==> src/rtl/bsq_pkg.sv <==
package bsq_pkg;
   typedef enum logic [2:0] {
      ST_OFF       = 3'd0,
      ST_SOFTSTART = 3'd1,
      ST_RUN       = 3'd2,
      ST_HICCUP    = 3'd3,
      ST_LATCHED   = 3'd4
   } bsq_state_e;
endpackage

==> src/rtl/bsq_cycle_cnt.sv <==
module bsq_cycle_cnt #(
   parameter int CNT_W = 11
) (
   input  logic             clk,
   input  logic             rst_n,
   input  logic             clr,
   input  logic             inc,
   output logic [CNT_W-1:0] cnt,
   output logic             at_max
);
   localparam logic [CNT_W-1:0] CNT_MAX = {CNT_W{1'b1}};

   generate
      if (CNT_W < 2) begin : g_bad_width
         $error("bsq_cycle_cnt: CNT_W must be at least 2");
      end
   endgenerate

   always_ff @(posedge clk or negedge rst_n) begin
      if (!rst_n)      cnt <= '0;
      else if (clr)    cnt <= '0;
      else if (inc)    cnt <= cnt + 1'b1;
   end

   assign at_max = (cnt == CNT_MAX);

   // counter moves only to zero or up by one
   p_cnt_step_r3: assert property (@(posedge clk) disable iff (!rst_n)
      (cnt != $past(cnt)) |-> (cnt == '0 || cnt == CNT_W'($past(cnt) + 1'b1)));

   // without clear or increment the counter holds
   p_cnt_hold_r3: assert property (@(posedge clk) disable iff (!rst_n)
      (!$past(clr) && !$past(inc)) |-> $stable(cnt));
endmodule

==> src/rtl/bsq_ref_map.sv <==
module bsq_ref_map #(
   parameter int CNT_W = 11,
   parameter int REF_W = 8
) (
   input  logic [CNT_W-1:0] cnt,
   input  logic             ramp,
   input  logic             full,
   output logic [REF_W-1:0] ref_code
);
   logic [REF_W-1:0] scaled;

   generate
      if (REF_W < 1) begin : g_bad_ref
         $error("bsq_ref_map: REF_W must be at least 1");
      end
      if (REF_W <= CNT_W) begin : g_take_msbs
         assign scaled = cnt[CNT_W-1 -: REF_W];
      end else begin : g_pad_lsbs
         assign scaled = {cnt, {(REF_W-CNT_W){1'b0}}};
      end
   endgenerate

   always_comb begin
      if (full)      ref_code = {REF_W{1'b1}};
      else if (ramp) ref_code = scaled;
      else           ref_code = '0;
   end
endmodule

==> src/rtl/bsq_pg_hyst.sv <==
module bsq_pg_hyst (
   input  logic clk,
   input  logic rst_n,
   input  logic allow,
   input  logic above_hi,
   input  logic below_lo,
   output logic pg_q
);
   always_ff @(posedge clk or negedge rst_n) begin
      if (!rst_n)        pg_q <= 1'b0;
      else if (!allow)   pg_q <= 1'b0;
      else if (above_hi) pg_q <= 1'b1;
      else if (below_lo) pg_q <= 1'b0;
   end

   // a rise needs the upper level seen while allowed
   p_pg_rise_r8: assert property (@(posedge clk) disable iff (!rst_n)
      $rose(pg_q) |-> ($past(above_hi) && $past(allow)));

   // a fall needs the lower level or a withdrawn allow
   p_pg_fall_r8: assert property (@(posedge clk) disable iff (!rst_n)
      $fell(pg_q) |-> ($past(below_lo) || !$past(allow)));
endmodule

==> src/rtl/bsq_sequencer.sv <==
module bsq_sequencer
   import bsq_pkg::*;
#(
   parameter int CNT_W = 11,
   parameter int REF_W = 8
) (
   input  logic             clk,
   input  logic             rst_n,
   input  logic             cyc_tick,
   input  logic             por_ok,
   input  logic             en_ok,
   input  logic             fb_uv,
   input  logic             ocp_trip,
   input  logic             comp_low,
   input  logic             fb_above_pg,
   input  logic             fb_below_pg,
   output logic [REF_W-1:0] ss_ref,
   output logic             drv_en,
   output logic             pgood
);
   bsq_state_e       state_q, state_d;
   logic [CNT_W-1:0] cnt;
   logic             cnt_max;
   logic             cnt_clr;
   logic             cnt_inc;
   logic             rail_ok;
   logic             pg_allow;
   logic             pg_q;

   assign rail_ok = por_ok && en_ok;

   always_comb begin
      state_d = state_q;
      if (!rail_ok) begin
         state_d = ST_OFF;
      end else begin
         unique case (state_q)
            ST_OFF:       state_d = ST_SOFTSTART;
            ST_SOFTSTART: begin
               if (ocp_trip)                state_d = ST_LATCHED;
               else if (cyc_tick && cnt_max) state_d = ST_RUN;
            end
            ST_RUN: begin
               if (ocp_trip)   state_d = ST_LATCHED;
               else if (fb_uv) state_d = ST_HICCUP;
            end
            ST_HICCUP: begin
               if (cyc_tick && cnt_max) state_d = ST_SOFTSTART;
            end
            ST_LATCHED:   state_d = ST_LATCHED;
            default:      state_d = ST_OFF;
         endcase
      end
   end

   always_ff @(posedge clk or negedge rst_n) begin
      if (!rst_n) state_q <= ST_OFF;
      else        state_q <= state_d;
   end

   assign cnt_clr = !rail_ok || (state_d != state_q);
   assign cnt_inc = cyc_tick && (state_q == ST_SOFTSTART || state_q == ST_HICCUP);

   bsq_cycle_cnt #(.CNT_W(CNT_W)) cnt_i (
      .clk    (clk),
      .rst_n  (rst_n),
      .clr    (cnt_clr),
      .inc    (cnt_inc),
      .cnt    (cnt),
      .at_max (cnt_max)
   );

   bsq_ref_map #(.CNT_W(CNT_W), .REF_W(REF_W)) ref_i (
      .cnt      (cnt),
      .ramp     (rail_ok && state_q == ST_SOFTSTART),
      .full     (rail_ok && state_q == ST_RUN),
      .ref_code (ss_ref)
   );

   assign pg_allow = rail_ok && !comp_low && (state_q == ST_RUN);

   bsq_pg_hyst pg_i (
      .clk      (clk),
      .rst_n    (rst_n),
      .allow    (pg_allow),
      .above_hi (fb_above_pg),
      .below_lo (fb_below_pg),
      .pg_q     (pg_q)
   );

   assign pgood  = pg_q && pg_allow;
   assign drv_en = rail_ok && !comp_low &&
                   (state_q == ST_SOFTSTART || state_q == ST_RUN);

   // losing supply or enable returns to idle with a cleared counter
   p_idle_on_loss_r2: assert property (@(posedge clk) disable iff (!rst_n)
      !$past(rail_ok) |-> (state_q == ST_OFF && cnt == '0));

   // the reference never drops while the ramp continues
   p_ref_monotonic_r3: assert property (@(posedge clk) disable iff (!rst_n)
      (state_q == ST_SOFTSTART && $past(state_q) == ST_SOFTSTART && rail_ok && $past(rail_ok))
      |-> (ss_ref >= $past(ss_ref)));

   // the restart pause is entered only from regulation on undervoltage
   p_hiccup_entry_r5: assert property (@(posedge clk) disable iff (!rst_n)
      (state_q == ST_HICCUP && $past(state_q) != ST_HICCUP)
      |-> ($past(state_q) == ST_RUN && $past(fb_uv)));

   // the overcurrent shut-off holds while supply and enable stay up
   p_latch_sticky_r7: assert property (@(posedge clk) disable iff (!rst_n)
      (state_q == ST_LATCHED && rail_ok) |=> (state_q == ST_LATCHED));

   // the shut-off is reached only through an overcurrent trip
   p_latch_cause_r7: assert property (@(posedge clk) disable iff (!rst_n)
      (state_q == ST_LATCHED && $past(state_q) != ST_LATCHED) |-> $past(ocp_trip));
endmodule

==> config.mk <==
export PLATFORM = sky130hd
export DESIGN_NAME = bsq_sequencer
export DESIGN_NICKNAME = d
export VERILOG_FILES = /design/src/rtl/bsq_pkg.sv /design/src/rtl/bsq_cycle_cnt.sv /design/src/rtl/bsq_ref_map.sv /design/src/rtl/bsq_pg_hyst.sv /design/src/rtl/bsq_sequencer.sv
export SDC_FILE = /design/constraint.sdc
export NUM_CORES = 1
export LEC_CHECK = 0
export CAP_MARGIN = 20
export CELL_PAD_IN_SITES_DETAIL_PLACEMENT = 1
export CELL_PAD_IN_SITES_GLOBAL_PLACEMENT = 2
export CORE_MARGIN = 10
export CORE_UTILIZATION = 30
export CTS_CLUSTER_SIZE = 40
export DETAILED_ROUTE_END_ITERATION = 10
export PLACE_DENSITY = 0.82
export SYNTH_ARGS = -nofsm -noshare
export SYNTH_HDL_FRONTEND = slang
export SYNTH_SLANG_ARGS = --single-unit
==> constraint.sdc <==
create_clock -name clk -period 2.1 [get_ports clk]
set_input_delay 0.315 -clock clk [delete_from_list [all_inputs] [get_ports clk]]
set_output_delay 0.315 -clock clk [all_outputs]
set_load 0.02 [all_outputs]
==> results <==
- Across every metal layer, demand over resource in global routing totals 9.328%.
- At the end of the flow, the number of nets in the layout was about 150.
- The cell sitting at the root of the clock tree is a clkbuf_4.
- The floorplan step defined a die boundary enclosing approximately 6000 µm².
- In this run the horizontal extent of the chip is 77.69 µm.
- After detailed routing, the number of remaining DRC violations is 0.
- The detailed-route via count is ~910.
- The total core area is 3128 µm².
- The initial antenna violation count is 0.
- The residual overflow from global routing is 0.
- The final routed wirelength across all metal layers is between 2 and 3 mm.
- The fill cell total of the finished layout is slightly below 400.
- The library cells used most frequently in the layout, excluding fill and tap cells, are dfrtp_1 (15), buf_4 (12), nand2_1 (11), a21oi_1 (11), nor3_1 (11).
- The via count of the first global-routing pass was 1008.
- The post-CTS setup buffer count is 0.
- The number of endpoints with negative hold slack in the final report is 0.
- Setup repair after global routing left no endpoint under its margin.
- The average routed wire per standard cell is 14.74 µm.
- The internal portion of total power is about 400 µW.
- Once detailed placement completed, the half-perimeter wirelength came to 2.131 mm.
- The DRC marker count from the first detailed-route iteration is 37.
- The clock tree from TritonCTS is yes.
- The maximum number of pins on one net before global-route repair is 16.
- The final number of setup-violating endpoints is 0.
- The layout cell share with drive strength beyond 1 is a little under a quarter.
- The combinational fraction of design power is 14.6%.
- The static leakage is around 0.52 nW.
- Dividing the detail-routed via count by the number of cells gives just under 5.
- Synthesis produced 112 cells.
- The commonest non-fill, non-tap cell in the layout is dfrtp_1.
- The kind of path behind the tightest hold check is input port to async pin.
- The power spent charging and discharging nets is between 100 and 150 µW.
- Net switching is between 20% and 30% of the power.
- For this run, the number of Yosys warnings is 0.
- During placement, the flow inserted port buffers numbering 19.
- For this design, the sink count on the clock tree is 15.
- The kind of start point of the critical path is an input port.
- The number of storage elements in the synthesis netlist is 15.
- The share of synthesized area occupied by flip-flops and latches is a little under two fifths.
- The effective utilization at floorplan is 31.92%.
- The worst slew margin relative to its limit is 52.65%.
- The completed layout was analyzed and its total power is between 500 and 600 µW.
- The first-pass GRT wire length is around 4.8 mm.
- For this design the top-level I/O count stands at 20.
- The path type of the worst setup path is input port to primary output.
- IR analysis of the VDD net gives a maximum drop of 0.2262 mV.
- In this run the cell area of the synthesized design comes to about 1000 µm².
- The number of flops mapped to enable cells by yosys is 0.
- With fillers left out, the area of the finished cells amounts to approximately 1300 µm².
- Setup total negative slack on the finished layout was measured at 0 ns.
- The clock reaches the later pin of the worst-skew pair after 0.29 ns.
- Relative to the synthesized area, the layout overhead comes to 29.95%.
- The instance area at placement is approximately 1300 µm².
- The overall die height is 77.69 µm.
- Registers are responsible for 53.7% of the overall power.
- At the pin with the least slew margin, the transition time is roughly 0.7 ns.
- After synthesis, the netlist uses 36 different library cells.
- Of the available clock period, the critical path in the final layout requires a little over nine tenths.
- The final RePlAce weighted congestion is between 0.7 and 0.8.
- Once detail routing completed, the nets flagged for antenna violations numbered 0.
- The finished layout holds ~180 standard cells, fillers aside.
- The number of max-capacitance violations reported is 0.
- After synthesis, the share of flip-flops with an asynchronous set or reset is 100.0%.
- The clock skew is 0.01162 ns.
- For this run, the top clock speed supported by timing is approximately 500 MHz.
- After layout, the minimum clock period comes to 2.003 ns.
- CTS built an H-tree with a depth of 1.
- The number of buffers inserted during clock tree synthesis is 3.
- Synthesis produced a netlist with a net count of between 100 and 150.
- The final max-slew violation count came to 0.
- The data arrival time of the critical path is between 1.5 and 2 ns.
- In this run the worst path has a maximum fanout of 6.
- For the worst setup path, the data required time is 1.78 ns.
- After clock tree synthesis, the clock-pin slew on the worst setup and hold paths is about 0.1 ns.
- The most frequently used flop master after synthesis is dfrtp_1.
- The site row count is 20.
- The flow ran to the end, and the final reports show no timing, DRC or antenna violations.
- The kind of end point of the critical path is a primary output.
- Dividing the synthesized area by the synthesized cell count gives about 8.9 µm².
- In this run the deepest clock path goes through 2 buffers.
- The antenna diode instance count is 0.
- The power per standard cell area is about 420 nW/µm².
- The first TritonRoute pass finished after 4 iterations.
- The part of the total power dissipated in the clock network is 31.8%.
- The number of placed instances with taps included is 180.
==> sequential cells by signal, summed over array words and instances, names as in the netlist <==
name       count
state_q        3
pg_i.pg_q      1
cnt_i.cnt     11
==> Yosys cell counts, types with 2 or more instances <==
| library cell | count | area [µm²] |
|---|---|---|
| o21ai_0 | 2 | 10.01 |
| buf_1 | 2 | 7.510 |
| nand2_1 | 11 | 41.29 |
| nor3_2 | 2 | 20.02 |
| dfrtp_1 | 15 | 375.4 |
| xnor2_1 | 5 | 43.79 |
| mux2i_1 | 3 | 30.03 |
| nand4_1 | 3 | 18.77 |
| nor4_1 | 3 | 18.77 |
| nor2_1 | 2 | 7.510 |
| nor4b_1 | 3 | 26.28 |
| clkbuf_1 | 3 | 11.26 |
| xor2_1 | 5 | 43.79 |
| nand3_1 | 4 | 20.02 |
| nand2b_1 | 2 | 12.51 |
| nor2b_1 | 2 | 12.51 |
| nor3_1 | 11 | 55.05 |
| inv_1 | 6 | 22.52 |
| a21oi_1 | 11 | 55.05 |
==> power by group through the flow <==
stage	registers [mW]	clock network, mW	logic, mW
floorplan	0.296	0	0.0364
global placement	0.297	0	0.0786
detailed placement	0.297	0	0.0800
CTS	0.292	0.182	0.0801
global route	0.292	0.197	0.0879
finish	0.292	0.173	0.0792
==> path summary, 6_finish.rpt <==
path                                      startpoint                        end  slack (ns)  cells past startpoint
setup / recovery                              por_ok                  ss_ref[4]         0.1                      6
hold / removal                                 rst_n   cnt_i.cnt[7]$_DFFE_PN0P_        0.44                      1
setup reg to reg            cnt_i.cnt[0]$_DFFE_PN0P_   cnt_i.cnt[3]$_DFFE_PN0P_        0.40                      6
hold reg to reg            cnt_i.cnt[10]$_DFFE_PN0P_  cnt_i.cnt[10]$_DFFE_PN0P_        0.61                      2
max in group asynchronous                      rst_n   cnt_i.cnt[0]$_DFFE_PN0P_        1.20                      1
min in group clk           cnt_i.cnt[10]$_DFFE_PN0P_  cnt_i.cnt[10]$_DFFE_PN0P_        0.61                      2
==> metrics by stage <==
stage / worst slack, ns / hold slack (ns) / util (%)
global placement: -0.2715 / 0.5861 / 41.92
floorplan: 0.2001 / 0.01941 / -
finish: 0.09654 / 0.4420 / 41.48
global route: 0.02246 / 0.5040 / 41.48
CTS: 0.0001442 / 0.4721 / 42.60
detailed placement: -0.2991 / 0.6028 / 41.92
==> cell type report <==
| type | instances | area, µm² | share of cell area (%) |
|---|---|---|---|
| repair buffers | 32 | 260.3 | 20.06 |
| multi-input cells | 83 | 558.0 | 43.01 |
| flip-flops and latches | 15 | 375.4 | 28.93 |
| well taps | 44 | 55.05 | 4.243 |
| inverters | 6 | 22.52 | 1.736 |
| clock buffers | 4 | 26.28 | 2.025 |
==> worst max-delay path, cell delays in order <==
cell	delay, ns
clkdlybuf4s50_1	0.46
nand2_1	0.07
or2_1	0.27
buf_4	0.18
a21oi_1	0.11
clkdlybuf4s15_2	0.28
==> routing by layer <==
metal | wire (µm) | global-route usage [%] | up-vias
met3 | 88 | 2.765 | 2
met4 | 12 | 2.190 | 0
met1 | 1335 | 11.29 | 434
met5 | 0 | 0 | -
li1 | - | - | 455
met2 | 1276 | 15.75 | 22
==> what timing repair did <==
| action | CTS | global route |
|---|---|---|
| hold endpoints to repair | 0 | 0 |
| hold buffers | 0 | 0 |
| resized for setup | 16 | 14 |
| endpoints found under the setup margin | 10 | 10 |
==> kinds of logic after synthesis <==
kind of cell	Yosys count	synth area share, %
AOI/OAI and AO/OA	18	11.65
xor gates and xnor gates	10	8.772
adders and majority gates	1	1.253
buffers and inverters	14	6.516
DFF	15	37.59
muxes	3	3.008
and+or+nand+nor	51	31.20
(Power assumes the default switching activity.)
